--- src/rtl/stk_pkg.sv ---
package stk_pkg;
  typedef enum logic [1:0] {
    RD_KEEP    = 2'd0,
    RD_DUR     = 2'd1,
    RD_TIME_LO = 2'd2,
    RD_TIME_HI = 2'd3
  } rd_sel_e;

  localparam int unsigned REQ_BIT = 0;
  localparam int unsigned IRQ_BIT = 2;
  localparam int unsigned SEL_LSB = 5;
endpackage

--- src/rtl/stk_retain.sv ---
module stk_retain #(
  parameter int unsigned CNT_W = 10
) (
  input  logic             clk_i,
  input  logic             rst_ni,
  input  logic             sleep_entry_i,
  input  logic [CNT_W-1:0] fine_cnt_i,
  input  logic             core_wake_i,
  input  logic             sw_we_i,
  input  logic [CNT_W-1:0] sw_wdata_i,
  output logic             asleep_o,
  output logic [CNT_W-1:0] keep_o,
  output logic             restore_vld_o
);
  logic             asleep_q, pend_q, rst_vld_q;
  logic [CNT_W-1:0] keep_q, pend_d_q;

  always_ff @(posedge clk_i or negedge rst_ni) begin
    if (!rst_ni) begin
      asleep_q  <= 1'b0;
      pend_q    <= 1'b0;
      pend_d_q  <= '0;
      keep_q    <= '0;
      rst_vld_q <= 1'b0;
    end else begin
      if (sleep_entry_i)    asleep_q <= 1'b1;
      else if (core_wake_i) asleep_q <= 1'b0;
      // writes land one cycle late: models the write-idle-read constraint
      pend_q   <= sw_we_i && asleep_q;
      pend_d_q <= sw_wdata_i;
      if (sleep_entry_i) keep_q <= fine_cnt_i;
      else if (pend_q)   keep_q <= pend_d_q;
      rst_vld_q <= core_wake_i && asleep_q;
    end
  end

  assign asleep_o      = asleep_q;
  assign keep_o        = keep_q;
  assign restore_vld_o = rst_vld_q;


  capture_chk: assert property (@(posedge clk_i) disable iff (!rst_ni)
    sleep_entry_i |=> keep_q == $past(fine_cnt_i));

  awake_hold_chk: assert property (@(posedge clk_i) disable iff (!rst_ni)
    (!asleep_q && !sleep_entry_i && !pend_q) |=> $stable(keep_q));

  restore_awake_chk: assert property (@(posedge clk_i) disable iff (!rst_ni)
    rst_vld_q |-> !asleep_q);
endmodule

--- src/rtl/stk_wake_dly.sv ---
module stk_wake_dly #(
  parameter int unsigned WAKE_TICKS = 3
) (
  input  logic clk_i,
  input  logic rst_ni,
  input  logic lp_tick_i,
  input  logic req_i,
  input  logic asleep_i,
  input  logic core_wake_i,
  output logic irq_o
);
  localparam int unsigned TICK_W = $clog2(WAKE_TICKS + 1);
  localparam logic [TICK_W-1:0] LAST = TICK_W'(WAKE_TICKS - 1);

  logic              armed_q, irq_q;
  logic [TICK_W-1:0] cnt_q;

  always_ff @(posedge clk_i or negedge rst_ni) begin
    if (!rst_ni) begin
      armed_q <= 1'b0;
      irq_q   <= 1'b0;
      cnt_q   <= '0;
    end else if (core_wake_i || !asleep_i) begin
      armed_q <= 1'b0;
      cnt_q   <= '0;
      if (core_wake_i) irq_q <= 1'b0;
    end else if (armed_q) begin
      if (lp_tick_i) begin
        if (cnt_q == LAST) begin
          irq_q   <= 1'b1;
          armed_q <= 1'b0;
          cnt_q   <= '0;
        end else begin
          cnt_q <= cnt_q + 1'b1;
        end
      end
    end else if (req_i && !irq_q) begin
      armed_q <= 1'b1;
      cnt_q   <= '0;
    end
  end

  assign irq_o = irq_q;


  irq_on_tick_chk: assert property (@(posedge clk_i) disable iff (!rst_ni)
    $rose(irq_q) |-> $past(lp_tick_i) && $past(asleep_i));

  irq_hold_chk: assert property (@(posedge clk_i) disable iff (!rst_ni)
    (irq_q && !core_wake_i) |=> irq_q);

  irq_clear_chk: assert property (@(posedge clk_i) disable iff (!rst_ni)
    core_wake_i |=> !irq_q);
endmodule

--- src/rtl/stk_read_mux.sv ---
module stk_read_mux
  import stk_pkg::*;
#(
  parameter int unsigned CNT_W  = 10,
  parameter int unsigned DW     = 16,
  parameter int unsigned TIME_W = 2 * CNT_W - 1
) (
  input  logic              addr_i,
  input  rd_sel_e           sel_i,
  input  logic [CNT_W-1:0]  keep_i,
  input  logic [CNT_W-1:0]  dur_i,
  input  logic [TIME_W-1:0] time_i,
  input  logic              stat_i,
  input  logic              req_i,
  input  logic              irq_i,
  output logic [DW-1:0]     rdata_o
);
  logic [CNT_W-1:0] field;
  logic [DW-1:0]    ctrl;

  always_comb begin
    unique case (sel_i)
      RD_KEEP:    field = keep_i;
      RD_DUR:     field = dur_i;
      RD_TIME_LO: field = time_i[CNT_W-1:0];
      default:    field = {stat_i, time_i[TIME_W-1:CNT_W]};
    endcase
    ctrl = '0;
    ctrl[SEL_LSB +: 2] = sel_i;
    ctrl[IRQ_BIT]      = irq_i;
    ctrl[REQ_BIT]      = req_i;
    rdata_o = addr_i ? ctrl : {{(DW-CNT_W){1'b0}}, field};
  end
endmodule

--- src/rtl/stk_top.sv ---
module stk_top
  import stk_pkg::*;
#(
  parameter int unsigned CNT_W      = 10,
  parameter int unsigned DW         = 16,
  parameter int unsigned WAKE_TICKS = 3
) (
  input  logic                 clk_i,
  input  logic                 rst_ni,
  input  logic                 lp_tick_i,
  input  logic                 reg_addr_i,
  input  logic                 reg_we_i,
  input  logic [DW-1:0]        reg_wdata_i,
  output logic [DW-1:0]        reg_rdata_o,
  input  logic                 sleep_entry_i,
  input  logic [CNT_W-1:0]     fine_cnt_i,
  input  logic                 core_wake_i,
  output logic                 restore_vld_o,
  output logic [CNT_W-1:0]     restore_cnt_o,
  input  logic [CNT_W-1:0]     dsl_dur_i,
  input  logic [2*CNT_W-2:0]   dsl_time_i,
  input  logic                 dsl_stat_i,
  output logic                 wake_irq_o
);
  localparam int unsigned TIME_W = 2 * CNT_W - 1;

  logic             req_q, asleep, irq;
  rd_sel_e          sel_q;
  logic [CNT_W-1:0] keep;

  always_ff @(posedge clk_i or negedge rst_ni) begin
    if (!rst_ni) begin
      req_q <= 1'b0;
      sel_q <= RD_KEEP;
    end else if (reg_we_i && reg_addr_i) begin
      req_q <= reg_wdata_i[REQ_BIT];
      sel_q <= rd_sel_e'(reg_wdata_i[SEL_LSB +: 2]);
    end
  end

  stk_retain #(.CNT_W(CNT_W)) u_retain (
    .clk_i         (clk_i),
    .rst_ni        (rst_ni),
    .sleep_entry_i (sleep_entry_i),
    .fine_cnt_i    (fine_cnt_i),
    .core_wake_i   (core_wake_i),
    .sw_we_i       (reg_we_i && !reg_addr_i),
    .sw_wdata_i    (reg_wdata_i[CNT_W-1:0]),
    .asleep_o      (asleep),
    .keep_o        (keep),
    .restore_vld_o (restore_vld_o)
  );

  stk_wake_dly #(.WAKE_TICKS(WAKE_TICKS)) u_wake (
    .clk_i       (clk_i),
    .rst_ni      (rst_ni),
    .lp_tick_i   (lp_tick_i),
    .req_i       (req_q),
    .asleep_i    (asleep),
    .core_wake_i (core_wake_i),
    .irq_o       (irq)
  );

  stk_read_mux #(.CNT_W(CNT_W), .DW(DW), .TIME_W(TIME_W)) u_rd (
    .addr_i  (reg_addr_i),
    .sel_i   (sel_q),
    .keep_i  (keep),
    .dur_i   (dsl_dur_i),
    .time_i  (dsl_time_i),
    .stat_i  (dsl_stat_i),
    .req_i   (req_q),
    .irq_i   (irq),
    .rdata_o (reg_rdata_o)
  );

  assign restore_cnt_o = keep;
  assign wake_irq_o    = irq;


  no_awake_irq_chk: assert property (@(posedge clk_i) disable iff (!rst_ni)
    !asleep |=> !$rose(irq));

  restore_pulse_chk: assert property (@(posedge clk_i) disable iff (!rst_ni)
    restore_vld_o |=> !restore_vld_o);
endmodule

--- config.mk ---
export PLATFORM = sky130hd
export DESIGN_NAME = stk_top
export DESIGN_NICKNAME = d
export VERILOG_FILES = /design/src/rtl/stk_pkg.sv /design/src/rtl/stk_retain.sv /design/src/rtl/stk_wake_dly.sv /design/src/rtl/stk_read_mux.sv /design/src/rtl/stk_top.sv
export SDC_FILE = /design/constraint.sdc
export NUM_CORES = 1
export LEC_CHECK = 0
export BUFFER_PORTS_ARGS = -buffer_cell sky130_fd_sc_hd__buf_2
export CORE_MARGIN = 4
export CORE_UTILIZATION = 46
export DETAILED_ROUTE_END_ITERATION = 7
export GPL_TIMING_DRIVEN = 0
export PLACE_DENSITY = 0.84
export SETUP_SLACK_MARGIN = 0.2
export SLEW_MARGIN = 5
export SYNTH_ARGS = -nofsm -noshare
export SYNTH_HDL_FRONTEND = slang
export SYNTH_SLANG_ARGS = --single-unit
--- constraint.sdc ---
create_clock -name clk_i -period 3.7 [get_ports clk_i]
set_input_delay 0.555 -clock clk_i [delete_from_list [all_inputs] [get_ports clk_i]]
set_output_delay 0.555 -clock clk_i [all_outputs]
set_load 0.05 [all_outputs]
==> results.rst <==
.. list-table::
   :header-rows: 1

   * - Metric
     - Value
   * - Total negative setup slack
     - 0 ns
   * - Worst slew pin tran
     - 0.6516 ns
   * - Critical path arrival
     - 1.81 ns
   * - Standard cell core area
     - 0.003128 mm^2
   * - Number of ports placed on the die boundary
     - 91
   * - Vias in the first global route
     - 1,334
   * - Final setup skew
     - 0.01599 ns
   * - Post-synthesis simple-gate area fraction
     - between 10 and 15%
   * - Leakage power total
     - 0.001046 uW
   * - Part of the Yosys area used for sequential elements
     - 48.98%
   * - CP Launch Type
     - flop
   * - Resized cells post-CTS
     - 0
   * - Final standard cell count with taps included and fillers excluded
     - 264
   * - Clock period minus final worst setup slack
     - 2.365 ns
   * - Post-synthesis compound-gate area fraction
     - 9.143%
   * - Top area cells in the synthesized netlist
     - dfrtp_1 49%, mux2i_1 9.1%, mux4_2 5.9%, o21ai_1 3.9%, buf_4 3.4%
   * - Starting utilization of the core area
     - between 40 and 50%
   * - Cell taking the most area after synthesis
     - dfrtp_1
   * - Pin count of the biggest net entering global routing
     - 31
   * - Nets@finish
     - 282
   * - Final Hold Vio Count
     - 0
   * - Global-route usage over all layers
     - 19.61%
   * - Clock-pin slew on the worst setup and hold paths
     - 0.10 ns
   * - Filler cells
     - 273
   * - Core utilization of the finished layout
     - 65.76%
   * - Setup CP Type
     - reg -> out
   * - Synthesized area
     - 0.001533 mm^2
   * - Power per cell area
     - between 400 and 500 mW/mm^2
   * - Yosys synthesis warning count
     - 0
   * - Initial antenna violation count
     - 0
   * - Most common library cells after synthesis
     - 30 x dfrtp_1, 14 x mux2i_1, 14 x nand2_1, 12 x o21ai_1
   * - Total wire length
     - 3897 um
   * - Setup-violating endpoint count in the final report
     - 0
   * - CTS Buf Count
     - 5
   * - Number of DRC violations after detailed-routing iteration 0
     - 38
   * - Number of buffers on the longest clock path
     - 2
   * - Fraction of synthesized area in multiplexers
     - 22.12%
   * - Xor and xnor fraction of the mapped netlist area
     - 0%
   * - Latest clock arrival within the worst-skew pair
     - 0.33 ns
   * - Post-layout worst setup margin
     - 1.335 ns
   * - Depth of the CTS H-tree
     - 2
   * - Synth-to-Final Area Change
     - 34.20%
   * - Mapped Cells
     - 129
   * - Avg Inst Size Synth
     - ~12 um^2
   * - Type of the tightest min-delay check
     - in -> async
   * - Routed length per instance
     - 14.76 um
   * - RSZ-0062 raised after global routing
     - false
   * - Adder and majority gate portion of the synthesized area
     - 0%
   * - Dominant combinational cell family by area after synthesis
     - multiplexers
   * - Count of vias placed by the detailed router
     - about 1,300
   * - Clock net sink count
     - 30
   * - Die span in y
     - between 60 and 70 um
   * - Standard-cell rows
     - 20
   * - Grt total ovfl
     - 0
   * - Number of nets with antenna violations after routing
     - 0
   * - TritonCTS clock tree
     - yes
   * - Floorplan die area
     - roughly 0.0043 mm^2
   * - Max-slew violation total from the final report
     - 0
   * - Die Width
     - 65.73 um
   * - Slew margin rel.
     - 56.56%
   * - Upper clock frequency limit
     - 422.8 MHz
   * - Vias per std cell
     - 4.867
   * - DRC violation count after routing
     - 0
   * - Peak supply drop
     - 0.3715 mV
   * - Number of enable flip-flop cells after synthesis
     - 0
   * - Yosys top cell area share
     - 48.98%
   * - Run status
     - completed
   * - Required time reported for the critical path endpoint
     - between 3 and 4 ns
   * - Global placer's final weighted congestion
     - 0.7459
   * - Hold-fix buffer count after cts
     - 0
   * - Flop and latch count out of synthesis
     - 30
   * - Cell Count Post-Placement
     - 256
   * - Root buffer selected by CTS
     - clkbuf_4
   * - Most frequently used cell type in the post-synthesis netlist
     - dfrtp_1
   * - Reported max-cap violation count
     - 0
   * - Async set-reset flop share out of synthesis
     - 100.0%
   * - Fraction of final layout cells with drive strength greater than 1
     - a little under half
   * - Prevailing post-synth register cell
     - dfrtp_1
   * - Buffer count from post-CTS setup fixing
     - 0
   * - Global-route wire length before repair
     - 6134 um
   * - Netlist cell types
     - 30
   * - Period Utilization, post-route
     - between 60 and 70%
   * - Number of buffer cells added on primary ports
     - 78
   * - Highest fanout seen on the critical path
     - 10
   * - Worst Setup Slack post-DPL
     - 1.536 ns
   * - Post-detail-place hpwl
     - 3061 um
   * - DRT Pass-1 Iters
     - 4
   * - Diode count
     - 0
   * - Sort of element at the end of the critical path
     - output pin
   * - Hold_ws
     - 0.2406 ns
per-stage QoR:
step | instance area (um^2) | power, uW
5_1_grt | 2057 | 931.4
3_5_place_dp | 1997 | 690.8
4_1_cts | 2057 | 893.5
2_1_floorplan | 1551 | 603.7
6_report | 2057 | 885.0
3_3_place_gp | 1997 | 684.7
registers in the layout, indices dropped and copies added, names as in the netlist:
name / count
u_wake.irq_o: 1
u_retain.pend_q: 1
u_retain.pend_d_q: 10
u_retain.asleep_o: 1
u_retain.restore_vld_o: 1
u_wake.cnt_q: 2
u_retain.keep_o: 10
sel_q: 2
req_q: 1
u_wake.armed_q: 1
metal layers:
layer	share of wire, %	wire [um]	GRT usage [%]
met1	39	1516	21.18
met2	52	2028	35.54
met3	7.9	309	6.838
met4	1.1	42	5.959
met5	0	0	0
kinds of logic after synthesis:
kind of cell / Yosys count
buf+inv: 15
mux: 25
simple gates: 35
flops: 30
compound gates: 23
other cells: 1
critical path, stage by stage, from the launching register on:
cell      delay (ns)
dfrtp_1         0.37
buf_4           0.18
buf_6           0.16
mux2i_1         0.12
a221oi_1        0.32
buf_2           0.33
area by class of cell:
type	count	area, um^2	share of cell area [%]
well taps	44	55.05	2.676
plain buffers	13	92.59	4.501
flip-flops and latches	30	750.7	36.50
repair buffers	78	390.4	18.98
clock buffers	7	55.05	2.676
multi-input cells	89	700.7	34.06
inverters	2	7.507	0.3650
clock inverters	1	5.005	0.2433
path summary, 6_finish.rpt:
path | from | to | slack [ns] | depth (start not counted)
hold / removal | rst_ni | u_retain.keep_o[2] | 0.24 | 1
setup / recovery | sel_q[1] | reg_rdata_o[0] | 1.34 | 5
hold reg to reg | u_retain.pend_d_q[9] | u_retain.keep_o[9] | 0.53 | 2
setup reg to reg | sel_q[1] | sel_q[1] | 2.60 | 3
max in group asynchronous | rst_ni | u_retain.keep_o[6] | 3.02 | 1
min in group clk_i | reg_wdata_i[2] | u_retain.pend_d_q[2] | 0.32 | 1
where the power goes:
part           internal [uW]  switching, uW
sequential               352           16.3
combinational            116            198
clock                   92.0            110
total                    561            324
cell usage in the layout, fill, tap and decap left out, types with 2 or more instances in the layout:
cell type  netlist  final
dfrtp_1         30     30
o22ai_1          2      2
clkbuf_1         2      3
a221oi_1         2      2
mux4_2           4      4
mux2i_1         14     14
nor2b_4          3      3
nor2_1           5      5
buf_2            2     80
conb_1           1      6
buf_4            7      7
clkbuf_4         0      5
nand2b_1         2      2
mux4_1           2      2
nor2b_1          7      7
nand2_1         14     14
o21ai_1         12     12
buf_6            2      2
a211oi_1         2      2
inv_1            2      2
mux2_1           4      4
Power figures use the tool's default switching activity.
